### config.mk
export PLATFORM = sky130hd
export DESIGN_NAME = spi_fifo_status
export DESIGN_NICKNAME = d
export VERILOG_FILES = /design/src/rtl/spi_fifo_status.sv
export SDC_FILE = /design/constraint.sdc
export NUM_CORES = 1
export LEC_CHECK = 0
export BUFFER_PORTS_ARGS = -buffer_cell sky130_fd_sc_hd__buf_2
export CAP_MARGIN = 20
export CORE_AREA = 2 2 164 166
export DETAILED_ROUTE_END_ITERATION = 6
export DIE_AREA = 0 0 166 168
export PLACE_DENSITY = 0.89
export SLEW_MARGIN = 0
export SYNTH_ARGS = -nofsm -noshare
export SYNTH_HDL_FRONTEND = slang
export SYNTH_SLANG_ARGS = --single-unit
### constraint.sdc
create_clock -name clk -period 3.5 [get_ports clk]
set_clock_uncertainty 0.15 [all_clocks]
set_input_delay 0.7 -clock clk [delete_from_list [all_inputs] [get_ports clk]]
set_output_delay 0.7 -clock clk [all_outputs]
set_load 0.1 [all_outputs]
### src/rtl/spi_fifo_status.sv
module spi_fifo_status #(
  parameter int DATA_W = 32,
  parameter int DEPTH  = 4
) (
  input  logic                         clk,
  input  logic                         rst_n,
  input  logic                         push_we,
  input  logic [DATA_W-1:0]            push_data,
  input  logic                         tx_load,
  output logic [DATA_W-1:0]            tx_head,
  input  logic                         rx_done,
  input  logic [DATA_W-1:0]            rx_data,
  input  logic                         rx_parity_err,
  input  logic                         xfer_start,
  input  logic                         pop_re,
  output logic [DATA_W-1:0]            pop_data,
  input  logic                         sts_we,
  input  logic [2:0]                   sts_wdata,
  input  logic                         dma_ack,
  output logic [$clog2(DEPTH+1)-1:0]   tx_cnt,
  output logic [$clog2(DEPTH)-1:0]     tx_nxt_ptr,
  output logic [$clog2(DEPTH+1)-1:0]   rx_cnt,
  output logic [$clog2(DEPTH)-1:0]     rx_pop_ptr,
  output logic                         drain_flag,
  output logic                         ovf_flag,
  output logic                         par_flag
);
  localparam int PTR_W = $clog2(DEPTH);
  localparam int CNT_W = $clog2(DEPTH + 1);
  localparam logic [CNT_W-1:0] FULL = CNT_W'(DEPTH);

  function automatic logic [PTR_W-1:0] nxt(input logic [PTR_W-1:0] p);
    return (p == PTR_W'(DEPTH - 1)) ? '0 : p + 1'b1;
  endfunction

  logic [DATA_W-1:0] tx_mem [DEPTH];
  logic [DATA_W-1:0] rx_mem [DEPTH];
  logic [PTR_W-1:0]  tx_wr_ptr, rx_wr_ptr;
  logic [DATA_W-1:0] hold_data;
  logic              hold_q;

  logic push_ok, load_ok, pop_ok, rx_full, rx_in, hold_set;
  logic [DATA_W-1:0] rx_wdata;
  logic [CNT_W-1:0]  rx_cnt_n;

  assign push_ok  = push_we && tx_cnt != FULL;
  assign load_ok  = tx_load && tx_cnt != '0;
  assign pop_ok   = pop_re && rx_cnt != '0;
  assign rx_full  = rx_cnt == FULL;
  assign rx_in    = hold_q ? pop_ok : (rx_done && (!rx_full || pop_ok));
  assign hold_set = !hold_q && rx_done && rx_full && !pop_ok;
  assign rx_wdata = hold_q ? hold_data : rx_data;
  assign rx_cnt_n = rx_cnt + CNT_W'(rx_in) - CNT_W'(pop_ok);
  assign tx_head  = tx_mem[tx_nxt_ptr];

  always_ff @(posedge clk or negedge rst_n) begin
    if (!rst_n) begin
      for (int i = 0; i < DEPTH; i++) tx_mem[i] <= '0;
      tx_wr_ptr  <= '0;
      tx_nxt_ptr <= '0;
      tx_cnt     <= '0;
    end else begin
      if (push_ok) begin
        tx_mem[tx_wr_ptr] <= push_data;
        tx_wr_ptr <= nxt(tx_wr_ptr);
      end
      if (load_ok) tx_nxt_ptr <= nxt(tx_nxt_ptr);
      tx_cnt <= tx_cnt + CNT_W'(push_ok) - CNT_W'(load_ok);
    end
  end

  always_ff @(posedge clk or negedge rst_n) begin
    if (!rst_n) begin
      for (int i = 0; i < DEPTH; i++) rx_mem[i] <= '0;
      rx_wr_ptr  <= '0;
      rx_pop_ptr <= '0;
      rx_cnt     <= '0;
      pop_data   <= '0;
      hold_q     <= 1'b0;
      hold_data  <= '0;
    end else begin
      if (pop_ok) begin
        pop_data   <= rx_mem[rx_pop_ptr];
        rx_pop_ptr <= nxt(rx_pop_ptr);
      end
      if (rx_in) begin
        rx_mem[rx_wr_ptr] <= rx_wdata;
        rx_wr_ptr <= nxt(rx_wr_ptr);
      end
      if (hold_set) begin
        hold_q    <= 1'b1;
        hold_data <= rx_data;
      end else if (hold_q && pop_ok) begin
        hold_q <= 1'b0;
      end
      rx_cnt <= rx_cnt_n;
    end
  end

  always_ff @(posedge clk or negedge rst_n) begin
    if (!rst_n) begin
      drain_flag <= 1'b0;
      ovf_flag   <= 1'b0;
      par_flag   <= 1'b0;
    end else begin
      if (rx_cnt_n != '0) drain_flag <= 1'b1;
      else if ((sts_we && sts_wdata[0]) || dma_ack) drain_flag <= 1'b0;

      if (xfer_start && rx_full && hold_q) ovf_flag <= 1'b1;
      else if (sts_we && sts_wdata[1]) ovf_flag <= 1'b0;

      if (rx_done && rx_parity_err) par_flag <= 1'b1;
      else if (sts_we && sts_wdata[2]) par_flag <= 1'b0;
    end
  end

  AST_PUSH_FULL: assert property (@(posedge clk) disable iff (!rst_n)
    tx_cnt == FULL && !tx_load |=> tx_cnt == FULL);
  AST_POP_EMPTY: assert property (@(posedge clk) disable iff (!rst_n)
    pop_re && rx_cnt == '0 |=> $stable(rx_pop_ptr) && $stable(pop_data));
  AST_RX_POP_SAME: assert property (@(posedge clk) disable iff (!rst_n)
    rx_done && pop_re && rx_cnt != '0 && !hold_q |=> $stable(rx_cnt));
  AST_HELD_REFILL: assert property (@(posedge clk) disable iff (!rst_n)
    hold_q && pop_re && rx_full |=> rx_cnt == FULL);
  AST_OVF_SET: assert property (@(posedge clk) disable iff (!rst_n)
    xfer_start && rx_full && hold_q |=> ovf_flag);
  AST_OVF_STICKY: assert property (@(posedge clk) disable iff (!rst_n)
    ovf_flag && !(sts_we && sts_wdata[1]) |=> ovf_flag);
  AST_PAR_STICKY: assert property (@(posedge clk) disable iff (!rst_n)
    par_flag && !(sts_we && sts_wdata[2]) |=> par_flag);
  AST_DRAIN_NONEMPTY: assert property (@(posedge clk) disable iff (!rst_n)
    rx_cnt != '0 |-> drain_flag);
endmodule

---- Yosys cells after proc, flatten, opt, wreduce, memory -nomap -nowiden ----
Index checks and enable logic that the tools add are counted.
word-level totals
  output and inout bits ................... 77
  input bits .............................. 77
  bits in registers ....................... 338
  word-level logic and storage cells ...... 98
operators by class
  $lt $le $gt $ge ......................... 6
  bitwise gates (word level) .............. 4
  reductions and logical operators ........ 28
  mux-type cells .......................... 26
  add/sub/neg operators ................... 8
  eq/ne operators ......................... 6
operators by type and width
  kind                                                         count
  bitwise mux 128 bit                                          2
  two-way mux 32 bit                                           7
  binary-select mux 32 bit (select 2 bit)                      2
  demux 32 bit (select 2 bit)                                  2
  logical AND 1 bit                                            16
  >= comparator 3 bit (second input constant)                  4
  NOT 2 -> 3 bit                                               4
  two-way mux 1 bit                                            9
  nonzero test 3 bit                                           3
  adder 2 x 1 -> 2 bit (second input constant)                 4
  equality test 2 bit (second input constant)                  4
  two-way mux 2 bit                                            4
  nonzero test 2 bit                                           4
  adder 3 x 1 -> 3 bit                                         2
  less-than comparator 3 x 1 -> 1 bit (second input constant)  2
  subtractor 3 x 1 -> 3 bit                                    2
  equality test 3 bit (second input constant)                  1
  logical NOT 1 bit                                            3
  != test 3 bit (second input constant)                        1
  logical OR 1 bit                                             2

---- Depth between registers and ports, before layout ----
  depth in word-level cells ............... 9
  gate-level depth with buffers ........... 12
  depth with buffers taken out ............ 11

---- Worst setup path after synthesis ----
Ideal clock, no wire load.
  kind .................................... register -> register
  from .................................... register rx_cnt[2]
  to ...................................... register drain_flag
  data required time ...................... 3.211 ns
  slack ................................... -0.075 ns
  arrival time ............................ 3.286 ns
  library setup time ...................... 0.139 ns
  stages on the path, launching flop included .. 12
  buffers on the path ..................... 2
  cells stage by stage .................... dfrtp_1 buf_2 o31ai_4 buf_2 inv_1 ha_1 inv_1 ha_1 fa_1 xnor2_1 xnor2_1 or4_1
on the way
  word-level cells in the longest chain between the ends .. 9
  elaborated cells on any way between the ends .. 12
  those cells by class .................... add/sub (2); eq/ne (1); mux (2); reduce/logical (7)
ends and longest elaborated chain
  element                                                         line  text
  start, declared                                                 22    output logic [$clog2(DEPTH+1)-1:0] rx_cnt,
  start signal, assigned                                          96    rx_cnt <= rx_cnt_n;
  nonzero test 3 bit *                                            48    assign pop_ok = pop_re && rx_cnt != '0;
  logical AND 1 bit *                                             48
  net pop_ok                                                      42    logic push_ok, load_ok, pop_ok, rx_full, rx_in, hold_set;
  logical OR 1 bit                                                50    assign rx_in = hold_q ? pop_ok : (rx_done && (!rx_full || pop_ok));
  logical AND 1 bit                                               50
  two-way mux 1 bit                                               50
  adder 3 x 1 -> 3 bit                                            53    assign rx_cnt_n = rx_cnt + CNT_W'(rx_in) - CNT_W'(pop_ok);
  subtractor 3 x 1 -> 3 bit *                                     53
  net rx_cnt_n[2]                                                 44    logic [CNT_W-1:0] rx_cnt_n;
  nonzero test 3 bit *                                            106   if (rx_cnt_n != '0) drain_flag <= 1'b1;
  two-way mux 1 bit / nonzero test 2 bit (equally long branches)  --
  end signal, assigned                                            102   drain_flag <= 1'b0;
  end signal, assigned                                            106
  end signal, assigned                                            107   else if ((sts_we && sts_wdata[0]) || dma_ack) drain_flag <= 1'b0;
  end, declared                                                   24    output logic drain_flag,
The timed path passes the listed nets; every way through them passes the cells marked *.
A chain may end at the register's enable or synchronous reset.

---- Final worst setup path ----
  from .................................... register rx_cnt[0]
  to ...................................... register drain_flag
on the way
  word-level cells in the longest chain between the ends .. 9
  elaborated cells on any way between the ends .. 12
  those cells by class .................... add/sub (2); eq/ne (1); mux (2); reduce/logical (7)
ends and longest elaborated chain
  element                                                           line
  equality test 3 bit / nonzero test 3 bit (equally long branches)  49, 48
  logical NOT 1 bit / logical AND 1 bit (equally long branches)     50, 48
  logical OR 1 bit                                                  50
  logical AND 1 bit                                                 50
  two-way mux 1 bit                                                 50
  adder 3 x 1 -> 3 bit                                              53
  subtractor 3 x 1 -> 3 bit *                                       53
  net rx_cnt_n[2]                                                   44
  nonzero test 3 bit *                                              106
  two-way mux 1 bit / nonzero test 2 bit (equally long branches)    --
Marks and branches as above.

==> summary.txt <==
Run status
  • Status: finished, final reports clean

Finish
  • Commonest non-fill, non-tap cells in the layout: dfrtp_1, mux2_2, buf_2
  • Commonest non-fill, non-tap cell in the layout: dfrtp_1
  • Final #Nets: 1151
  • Share of layout cells above drive strength 1: 0.617
  • Final core occ: 0.671
  • P&R area growth vs syn: 15.7%

Placed design
  • Place WS: 0.111 ns
  • Dpl hpwl: 18400 um
  • Buffers on Ports: 153
  • RePlAce Congestion: 0.750

Synthesis
  • Post-synth net total: 983
  • Netlist cell types: 30
  • Synth warnings: 0
  • Synth top area cells: dfrtp_1, mux2_2, mux2_4
  • Post-Synthesis Cells: 890
  • EDFF count, synth: 0
  • Mean Syn Cell Area: 17.2 um2
  • Yosys reg bits: 338
  • Synth area leader: dfrtp_1
  • Yosys top cell area share: 0.554
  • Most used DFF post-synth: dfrtp_1
  • Register area share after synthesis: 0.554
  • Asr flop ratio synth: 1.00
  • Synthesized area: 15300 um2

Floorplan
  • Die X: 166 um
  • Rows: 60
  • Die Y: 168 um
  • Full die area: 27900 um2
  • Core Area: 26400 um2
  • Initial core utilization: 0.580
  • # IOs: 154

Worst setup path
  • Crit-path max FO: 5
  • CP Launch Type: flop
  • Worst R2R End: drain_flag
  • R2R Path Start: rx_cnt[0]
  • CP Class: reg -> reg
  • Reg2reg setup slack: 0.47 ns
  • Worst setup EP type: flop
  • CP cell instances: nor2_1, a21boi_4, nor2b_1, inv_1, ha_1, inv_1, ha_1, fa_1, xnor2_1, xnor2_1, or4_1
  • Slowest-stage cell, CP: or4_1
  • Crit path required time: 3.75 ns
  • CP peak stage delay: 0.46 ns
  • R2r worst-path depth: 11
  • Worst Path Arrival: 3.28 ns

Timing
  • Hold Fails Final Rpt: 0
  • Setup slack after layout: 0.466 ns
  • RSZ-0062 raised after global routing: no
  • Period utilization: 0.867
  • Fin crit period: 3.03 ns
  • Setup Viol. Count Final: 0
  • Setup_tns: 0 ns
  • Slew headroom: 0.474
  • Least-Margin Pin Slew: 0.790 ns
  • Peak Freq: 330 MHz
  • Max Slew Vio Count: 0

Route
  • Initial DRC count: 425
  • Routed vias: 8185
  • Post-route ant nets: 0
  • Drt wl/cell: 21.0 um
  • Vias/cell: 5.73
  • DR pass1 iterations: 6
  • Final WL: 30000 um
  • DRC Markers: 0

Clock network
  • PostCTS Resize Cnt: 0
  • CTS root buf: clkbuf_16
  • Clock transition at path regs: 0.06 ns
  • Skew-Pair Late Insertion Delay: 0.52 ns
  • CTS Buf Count: 37
  • Post-CTS Hold Buffers: 0
  • Htree depth: 2
  • Clock sinks: 338
  • Clk buf depth: 3
  • Postcts setup bufs: 0
  • CTS tree: yes

Run
  • Maxcap violations: 0

Worst hold path
  • Worst Hold Class: in -> async

Global route
  • M1 GR Usage: 0.293
  • Largest net degree at the start of global routing: 100
  • Initial antenna violation count: 2
  • GRT Resource Usage Total: 0.221
  • Vias in the first global route: 9316
  • Global-route wire length before repair: 49900 um
  • Global routing's busiest layer: met2
  • GR Overflow Total: 0
  • Met2 Usage GRT: 0.384
  • GRT met3 Usage: 0.0404
==> cell families after synthesis <==
logic type	count (synthesis)	synth area share
mux	420	0.386
flops	338	0.554
buf+inv	66	0.0246
simple gates	36	0.0125
fa+ha+maj	16	0.0141
compound gates	10	0.00655
xor+xnor	4	0.00229
==> stage by stage <==
| step | instance area [um2] | cells | hold slack [ns] |
|---|---|---|---|
| finish | 17700 | 1428 | 0.0828 |
| global route | 17700 | 1426 | 0.130 |
| CTS | 17700 | 1426 | 0.104 |
| detailed placement | 16400 | 1360 | 0.304 |
| global placement | 16400 | 1360 | 0.300 |
| floorplan | 15300 | 890 | 0.254 |
==> synth_stat cells, types with 2 or more instances <==
library cell	n
mux2_4	120
nor2_4	4
inv_1	15
fa_1	2
buf_6	12
clkbuf_1	10
a21o_1	2
mux2_2	236
mux4_2	64
nand2_1	19
nor3_1	2
buf_2	27
nor2_1	5
o21ai_0	2
xnor2_1	4
dfrtp_1	338
ha_1	14
nand4_1	2
==> layer usage <==
layer	vias to the layer above	share of wire	wire, um
li1	3595	-	-
met1	4342	0.44	13100
met2	207	0.50	15100
met3	41	0.048	1460
met4	0	0.015	458
met5	-	0	0
==> critical path: cells and delay by family (launching register included) <==
family / cells / cell delay, ns
compound gates: 1 / 0.38
buf+inv: 2 / 0.13
fa+ha+maj: 3 / 0.69
xor+xnor: 2 / 0.29
flops: 1 / 0.44
simple gates: 3 / 0.83
==> sequential cells by signal (all words and copies together) (netlist names) <==
register    cells
rx_mem        128
tx_mem        128
hold_data      32
pop_data       32
rx_cnt          3
tx_cnt          3
rx_pop_ptr      2
rx_wr_ptr       2
tx_nxt_ptr      2
tx_wr_ptr       2
drain_flag      1
hold_q          1
ovf_flag        1
par_flag        1
==> cell type report <==
type / instances / area (um2)
Clock buffer: 55 / 1060
Fill cell: 1745 / 8670
Multi-Input combinational cell: 486 / 6440
Inverter: 15 / 56.3
Sequential cell: 338 / 8470
Antenna cell: 2 / 5.00
Tap cell: 341 / 427
Clock inverter: 11 / 180
Timing Repair Buffer: 180 / 1040
==> how the worst max path moves through the flow <==
stage	from	to	slack (ns)	depth (start not counted)
final	rx_cnt[0]	drain_flag	0.47	11
after floorplan	rx_cnt[1]	drain_flag	0.01	10
after detailed placement	pop_re	drain_flag	0.11	12
after global placement	pop_re	drain_flag	0.22	12
after CTS	tx_nxt_ptr[0]	tx_head[15]	0.47	3
after global routing	rx_cnt[0]	drain_flag	0.29	11
Power is left out: the tool's default activity adds up to more than one toggle a clock period on the data nets, which glitch-free logic cannot reach.
